==> src/rtl/eeprom_wr_guard.sv <==
module eeprom_wr_guard #(
  parameter int AW = 13,
  parameter int DW = 8,
  parameter int PWR_DELAY = 250000,
  parameter int MIN_PULSE = 2,
  parameter int LOAD_WIN = 7500,
  parameter logic [AW-1:0] CMD_A0 = 13'h0A5A,
  parameter logic [DW-1:0] CMD_D0 = 8'h3C,
  parameter logic [AW-1:0] CMD_A1 = 13'h15A5,
  parameter logic [DW-1:0] CMD_D1 = 8'hC3,
  parameter logic [AW-1:0] CMD_A2 = 13'h0A5A,
  parameter logic [DW-1:0] CMD_D2 = 8'h5E
) (
  input  logic          clk,
  input  logic          rst_n,
  input  logic          supply_ok,
  input  logic          ce_n,
  input  logic          oe_n,
  input  logic          we_n,
  input  logic [AW-1:0] addr,
  input  logic [DW-1:0] din,
  output logic          wr_strobe,
  output logic [AW-1:0] wr_addr,
  output logic [DW-1:0] wr_data,
  output logic          prot_on
);

  localparam int PW = $clog2(PWR_DELAY + 1);
  localparam int GW = $clog2(MIN_PULSE + 1);
  localparam int LW = $clog2(LOAD_WIN + 1);

  typedef enum logic [1:0] {ARM_IDLE, ARM_ONE, ARM_TWO} arm_t;

  logic [GW-1:0] hold_cnt;
  logic [PW-1:0] pwr_cnt;
  logic [LW-1:0] win_cnt;
  logic [AW-1:0] lat_a;
  logic [DW-1:0] lat_d;
  arm_t          step;

  wire active  = !ce_n && !we_n && oe_n;
  wire ended   = (hold_cnt != '0) && !active;
  wire long_ok = hold_cnt == GW'(MIN_PULSE);
  wire powered = supply_ok && (pwr_cnt == PW'(PWR_DELAY));
  wire good    = ended && long_ok && powered;
  wire win_open = win_cnt != '0;
  wire pass    = good && (!prot_on || win_open);

  wire hit0 = (lat_a == CMD_A0) && (lat_d == CMD_D0);
  wire hit1 = (lat_a == CMD_A1) && (lat_d == CMD_D1);
  wire hit2 = (lat_a == CMD_A2) && (lat_d == CMD_D2);
  wire armed_now = good && (step == ARM_TWO) && hit2;

  always_ff @(posedge clk or negedge rst_n) begin
    if (!rst_n) begin
      hold_cnt <= '0;
      lat_a    <= '0;
      lat_d    <= '0;
    end else if (active) begin
      if (!long_ok) hold_cnt <= hold_cnt + 1'b1;
      lat_a <= addr;
      lat_d <= din;
    end else begin
      hold_cnt <= '0;
    end
  end

  always_ff @(posedge clk or negedge rst_n) begin
    if (!rst_n)                             pwr_cnt <= '0;
    else if (!supply_ok)                    pwr_cnt <= '0;
    else if (pwr_cnt != PW'(PWR_DELAY))     pwr_cnt <= pwr_cnt + 1'b1;
  end

  always_ff @(posedge clk or negedge rst_n) begin
    if (!rst_n)              step <= ARM_IDLE;
    else if (!supply_ok)     step <= ARM_IDLE;
    else if (good) begin
      case (step)
        ARM_IDLE: step <= hit0 ? ARM_ONE : ARM_IDLE;
        ARM_ONE:  step <= hit1 ? ARM_TWO : ARM_IDLE;
        default:  step <= ARM_IDLE;
      endcase
    end
  end

  always_ff @(posedge clk or negedge rst_n) begin
    if (!rst_n)          prot_on <= 1'b0;
    else if (armed_now)  prot_on <= 1'b1;
  end

  always_ff @(posedge clk or negedge rst_n) begin
    if (!rst_n)                  win_cnt <= '0;
    else if (!supply_ok)         win_cnt <= '0;
    else if (armed_now)          win_cnt <= LW'(LOAD_WIN);
    else if (pass && win_open)   win_cnt <= LW'(LOAD_WIN);
    else if (win_open)           win_cnt <= win_cnt - 1'b1;
  end

  always_ff @(posedge clk or negedge rst_n) begin
    if (!rst_n) begin
      wr_strobe <= 1'b0;
      wr_addr   <= '0;
      wr_data   <= '0;
    end else begin
      wr_strobe <= pass;
      if (pass) begin
        wr_addr <= lat_a;
        wr_data <= lat_d;
      end
    end
  end

endmodule

==> config.mk <==
export PLATFORM = sky130hd
export DESIGN_NAME = eeprom_wr_guard
export DESIGN_NICKNAME = d
export VERILOG_FILES = /design/src/rtl/eeprom_wr_guard.sv
export SDC_FILE = /design/constraint.sdc
export NUM_CORES = 1
export LEC_CHECK = 0
export ABC_AREA = 1
export BUFFER_PORTS_ARGS = -buffer_cell sky130_fd_sc_hd__buf_2
export CORE_ASPECT_RATIO = 1.25
export CORE_MARGIN = 2
export CORE_UTILIZATION = 58
export DETAILED_ROUTE_END_ITERATION = 8
export PLACE_DENSITY = 0.8
export SLEW_MARGIN = 20
export SYNTH_ARGS = -nofsm -noshare
export SYNTH_HDL_FRONTEND = slang
export SYNTH_SLANG_ARGS = --single-unit
==> constraint.sdc <==
create_clock -name clk -period 1.9 [get_ports clk]
set_input_delay 0.475 -clock clk [delete_from_list [all_inputs] [get_ports clk]]
set_output_delay 0.475 -clock clk [all_outputs]
set_load 0.1 [all_outputs]
# ---- Word level (Yosys, flattened, before mapping)
# Cells that the tools add are included.
dict set report word_totals {
  reg_bits 79
  input_bits 27
}
dict set report op_classes {
  add_sub_neg 3
  eq_ne 14
  mux 13
  reduce_logical 21
}
# operator n
set ops {}
lappend ops {{2-to-1 mux 13 bit} 4}
lappend ops {{2-to-1 mux 18 bit} 2}
lappend ops {{adder 18 x 1 -> 18 bit (second input constant)} 1}
lappend ops {{equality test 18 bit (second input constant)} 1}
lappend ops {{inequality test 18 bit (second input constant)} 1}
lappend ops {{equality test 13 x 12 -> 1 bit (second input constant)} 1}
lappend ops {{equality test 13 bit (second input constant)} 1}
lappend ops {{logical AND 1 bit} 13}
lappend ops {{nonzero test 13 bit} 1}
lappend ops {{subtractor 13 x 1 -> 13 bit (second input constant)} 1}
lappend ops {{2-to-1 mux 2 bit} 5}
lappend ops {{equality test 8 x 6 -> 1 bit (second input constant)} 1}
lappend ops {{equality test 8 x 7 -> 1 bit (second input constant)} 1}
lappend ops {{equality test 8 bit (second input constant)} 1}
lappend ops {{equality test 2 bit (second input constant)} 2}
lappend ops {{logical NOT 1 bit} 4}
lappend ops {{inequality test 2 x 1 -> 1 bit (second input constant)} 2}
lappend ops {{inequality test 4 x 1 -> 1 bit (second input constant)} 1}
lappend ops {{one-hot mux 2 bit (2 select lines)} 1}
lappend ops {{adder 2 x 1 -> 2 bit (second input constant)} 1}
lappend ops {{equality test 2 x 1 -> 1 bit (second input constant)} 1}
lappend ops {{logical NOT 2 bit} 1}
lappend ops {{inequality test 2 bit (second input constant)} 1}
lappend ops {{nonzero test 2 bit} 1}
lappend ops {{2 further kinds} 2}

# ---- Logic depth before layout (Yosys ltp)
dict set report logic_depth {
  depth_word 12
  depth_mapped 13
  depth_no_buf 12
}

# ---- Least setup slack after synthesis
# No wires, ideal clock.
dict set report synth_timing {
  path_type {register to register}
  start {register pwr_cnt[0]}
  end {register wr_addr[1]}
  arrival_time_ns 1.604
  setup_slack_ns 0.174
  stages_incl_launch_ff 13
  path_buffers 1
  cell_sequence {dfrtp_1 -> inv_1 -> ha_1 -> inv_1 -> nor2_1 -> nand2_1 -> nor2_1 -> nand3_2 -> nor2_4 -> nand2_2 -> a21oi_4 -> buf_6 -> o21ai_1}
}
dict set report synth_via {
  elab_chain_cells 4
}
# item line_no
set synth_rtl {}
lappend synth_rtl {{from (decl)} 35} ;# logic [PW-1:0] pwr_cnt;
lappend synth_rtl {{from (signal assigned)} 71} ;# else if (pwr_cnt != PW'(PWR_DELAY)) pwr_cnt <= pwr_cnt + 1'b1;
lappend synth_rtl {{equality test 18 bit} 44} ;# wire powered = supply_ok && (pwr_cnt == PW'(PWR_DELAY));
lappend synth_rtl {{logical AND 1 bit} 44}
lappend synth_rtl {{logical AND 1 bit} 45} ;# wire good = ended && long_ok && powered;
lappend synth_rtl {{logical AND 1 bit} 47} ;# wire pass = good && (!prot_on || win_open);
lappend synth_rtl {{to (signal assigned)} 107} ;# wr_addr <= lat_a;
lappend synth_rtl {{to (decl)} 23} ;# output logic [AW-1:0] wr_addr,
# Every way passes these cells.
# A chain may end at the register's enable or synchronous reset.

# ---- Final worst setup path
dict set report layout_timing {
  start {register pwr_cnt[1]}
  end {register wr_data[3]}
}
dict set report layout_via {
  elab_chain_cells 4
}
# item line_no
set layout_rtl {}
lappend layout_rtl {{equality test 18 bit} 44}
lappend layout_rtl {{logical AND 1 bit} 44}
lappend layout_rtl {{logical AND 1 bit} 45}
lappend layout_rtl {{logical AND 1 bit} 47}
lappend layout_rtl {{to (signal assigned)} 108} ;# wr_data <= lat_d;
lappend layout_rtl {{to (decl)} 24} ;# output logic [DW-1:0] wr_data,
# Every way passes these cells.

==> summary by stage <==
Cells and area
The area added between synthesis and finish is 24.52%. The number of nets in the final layout is 579. After the flow finishes, the layout carries non-filler instances totaling 638. The post-route netlist has 29.95% of its cells at a drive strength greater than 1.

In the final layout, the multi-input gates occupy 1702 um^2. The antenna cell count is 0. Registers take 1977 um^2.

The number of fillers in the final layout is 433. Once layout is done, the placed cells without fillers occupy 4886 um^2.

Outcome
The final reports fail on negative setup slack. The run finished, with violations left.

Worst setup path
The worst setup path is captured at a flip-flop. For the worst setup path, the data arrival time is 2250 ps. Counting buffers and inverters, the worst setup path is 14 cells deep. The type of element launching the critical path is a flip-flop. The slowest cell on the critical path is dfrtp_1.

For the worst setup path, the data required time is 2180 ps. The class of the most critical setup path is reg2reg. The signal on the critical path passes through inv_2 -> ha_4 -> inv_2 -> nor2_2 -> nand2_1 -> nor2_2 -> nand3_2 -> nor2_4 -> nand2_4 -> a21oi_4 -> buf_12 -> clkbuf_16 -> nand2_2 -> o21ai_2. The cell count of the worst reg-to-reg path is 14.

In this design, the stage delay of the slowest critical-path cell is 420 ps. Counting both buffers and inverters, the worst setup path holds a total of 4. The critical path's top delay family is simple AND/OR/NAND/NOR gates. The maximum fanout encountered on the critical timing path is 6.

Timing
The worst pin sits at a relative slew slack of 66.13%. For the pin with the worst max-slew slack, the measured transition is 511.6 ps. The clock period minus final worst setup slack is 1968 ps. The final count of pins violating max slew came to 0. The number of hold violations in the final report was 0. Setup repair after global routing could not meet its margin everywhere. The highest clock frequency the design can meet is 508.2 MHz.

The total setup violations reported at the end of the flow is 23. The post-route clock period utilization is 103.6%. The final worst slack is -67.69 ps.

On the final layout, the worst clock skew is 12.94 ps.

Worst hold path
The path category of the worst min-delay check is in2async.

Die
In this run the horizontal extent of the chip is 77.57 um. The die span in y is 95.96 um. The number of top-level design ports is 50.

The starting density of the core is 59.77%. The core region is 6565 um^2. The standard-cell row count is 33. The area of the die is 7443 um^2.

Clocking
Clock tree synthesis selected as its root buffer the cell clkbuf_8. CTS saw 79 sinks. TritonCTS created 9 clock buffers.

The clock insertion delay at the later pin of the skew report is 360 ps. The number of buffers inserted by hold repair at cts is 0. The worst-case clock buffer depth is 2. The clock tree from TritonCTS is built. The clock-pin slew on the worst setup and hold paths is 90 ps. CTS built an H-tree with a depth of 3.

Place
The total placed instance area is 4378 um^2. The global placer's final weighted congestion is 0.9137. The cell count after placement is 611. The HPWL after detailed placement is 6.192 mm.

The number of buffers inserted by port buffering is 49.

Drt
In the detailed route, the total length drawn on met3 is 495 um. The via total after detailed routing is 3514. After detailed routing, the met2 layer carries 5.171 mm of wire.

Dividing the detail-routed via count by the number of cells gives 5.508. The routed wire length is 9.806 mm. The sum of routed wire segments on met1 is 3.896 mm.

In the routed design, unresolved DRC markers number 0. The post-detailed-route wirelength per cell is 15.37 um. Once detail routing completed, the nets flagged for antenna violations numbered 0. The highest metal layer carrying signal wires in the routed design is met4. After the first detailed-routing iteration, the DRC count stood at 247.

The length of the first detailed-routing pass in iterations is 5.

Synthesis
Of all cell types, the one taking the most synthesized area is dfrtp_1. The area of the mapped netlist is 3924 um^2. The count of unique library cells instantiated by Yosys is 34. Yosys attributes the largest share of cell area to dfrtp_1 50%, nor2_1 7.3%, inv_1 7.1%, nand2_1 6.7%, a21oi_1 4.3%.

For this run, the leading register cell type out of synthesis is dfrtp_1. The number of enable flip-flop cells after synthesis is 0. The sequential share of the synthesized area is 50.38%. The average footprint of a synthesized cell is 8.384 um^2. The share of flip-flops with an asynchronous set or reset is 100.0%. The share of Yosys cell area claimed by the top area cell type is 50.38%. Counting every net in the synthesized netlist gives 500.

Synthesis produced a netlist whose cell count is 468. Yosys printed 0 warnings. After synthesis the netlist holds a flip-flop and latch count of 79.

Pwr
The worst-case IR drop observed on VDD is 745.7 uV. The total power is 4.975 mW. For this design the static power due to leakage is 2.335 nW. For this design the ratio of total power to cell area is 1018 nW/um^2.

GRT
The via count of the first global-routing pass is 3285. The largest net degree at the start of global routing is 41. The overall fraction of global-route tracks in use is 24.98%. The first global-routing pass estimated 14.41 mm of wire. The initial antenna violation count is 0.

The total overflow left after global routing is 0.

Job
Max-cap violations in this run came to 0.
[path summary, 6_finish.rpt]
| check | from | to | slack (ps) |
|---|---|---|---|
| max reg2reg | pwr_cnt[1] | wr_data[3] | -70 |
| min reg2reg | lat_d[7] | wr_data[7] | 500 |
| max in group asynchronous | rst_n | lat_d[6] | 1350 |
| min | rst_n | win_cnt[3] | 10 |
| max | pwr_cnt[1] | wr_data[3] | -70 |
| min in group clk | addr[1] | lat_a[1] | 350 |
[flip-flops by register name (all words and copies together), names as in the netlist]
signal     flops
lat_d          8
wr_data        8
win_cnt       13
prot_on        1
wr_strobe      1
pwr_cnt       18
hold_cnt       2
lat_a         13
wr_addr       13
step           2
[synth_stat cells, drive strengths merged (3+ instances only)]
library cell and count:
a21oi 35, buf 6, clkbuf 5, dfrtp 79, ha 5, inv 75, mux2 7, nand2 73
nand3 19, nand3b 3, nand4 9, nor2 80, nor3 13, nor4 6, o21ai 37, or2 3
xnor2 4, xor2 3
[repair_timing]
action	in CTS	in global routing
pin swaps	1	8
resized for setup	1	40
gates cloned	0	5
setup endpoints to repair	6	38
setup buffers	0	7
[worst reg2reg max path: cells and delay by family, from the launching register on]
kind / cells / cell delay (ps)
buffers and inverters: 4 / 450
AO/OA/AOI/OAI: 2 / 220
adder cells (fa/ha/maj): 1 / 130
AND/OR/NAND/NOR: 7 / 690
flip-flops: 1 / 420
[logic make-up (layout without fill, tap and decap cells)]
group / count (synthesis) / in the layout / synth area share, %
multiplexers: 7 / 7 / 2.009
flip-flops: 79 / 79 / 50.38
AO/OA/AOI/OAI: 78 / 78 / 12.50
XOR/XNOR: 7 / 7 / 1.563
buffers and inverters: 86 / 169 / 9.088
AND/OR/NAND/NOR: 206 / 206 / 22.86
adder cells (fa/ha/maj): 5 / 5 / 1.594
[power breakdown]
part,switching [mW],internal (mW)
Sequential,0.227,1.90
Combinational,0.809,0.644
Clock,0.649,0.742
[layout make-up]
type	count	share of cell area [%]
Sequential cell	79	40.46
Clock buffer	9	2.535
Clock inverter	6	1.895
Inverter	75	5.762
Tap cell	87	2.228
Timing Repair Buffer	79	12.29
Multi-Input combinational cell	303	34.83
[metal layers]
| metal | GRT usage [%] | vias to the layer above |
|---|---|---|
| li1 | - | 1660 |
| met5 | 0 | - |
| met2 | 43.91 | 149 |
| met3 | 4.315 | 26 |
| met4 | 12.95 | 0 |
| met1 | 29.70 | 1679 |
[placed cells by master, fill, tap and decap left out, types with 7 or more instances in the layout]
cell type | Yosys | routed
o21ai_2 | 18 | 20
a21oi_1 | 34 | 31
buf_4 | 1 | 21
nor3_1 | 13 | 12
nor2_1 | 76 | 72
mux2_2 | 7 | 7
o21ai_0 | 18 | 16
nand2_1 | 70 | 55
nand3_1 | 18 | 18
nand2_2 | 3 | 14
nand4_1 | 9 | 9
clkbuf_8 | 0 | 9
inv_1 | 74 | 69
buf_2 | 0 | 48
dfrtp_1 | 79 | 79
[metrics by stage]
stage                     hold slack [ps]  setup slack (ps)  setup TNS, ps  util (%)
final                               12.50            -67.69         -613.9     74.42
after global routing                28.63            -187.8          -4702     74.42
after CTS                           20.11            -22.11         -22.11     70.02
after detailed placement            405.0             23.80              0     66.69
after global placement              400.8             43.55              0     66.69
after floorplan                     179.4             173.9              0         -
No activity file was read; power rests on OpenSTA's default activity.
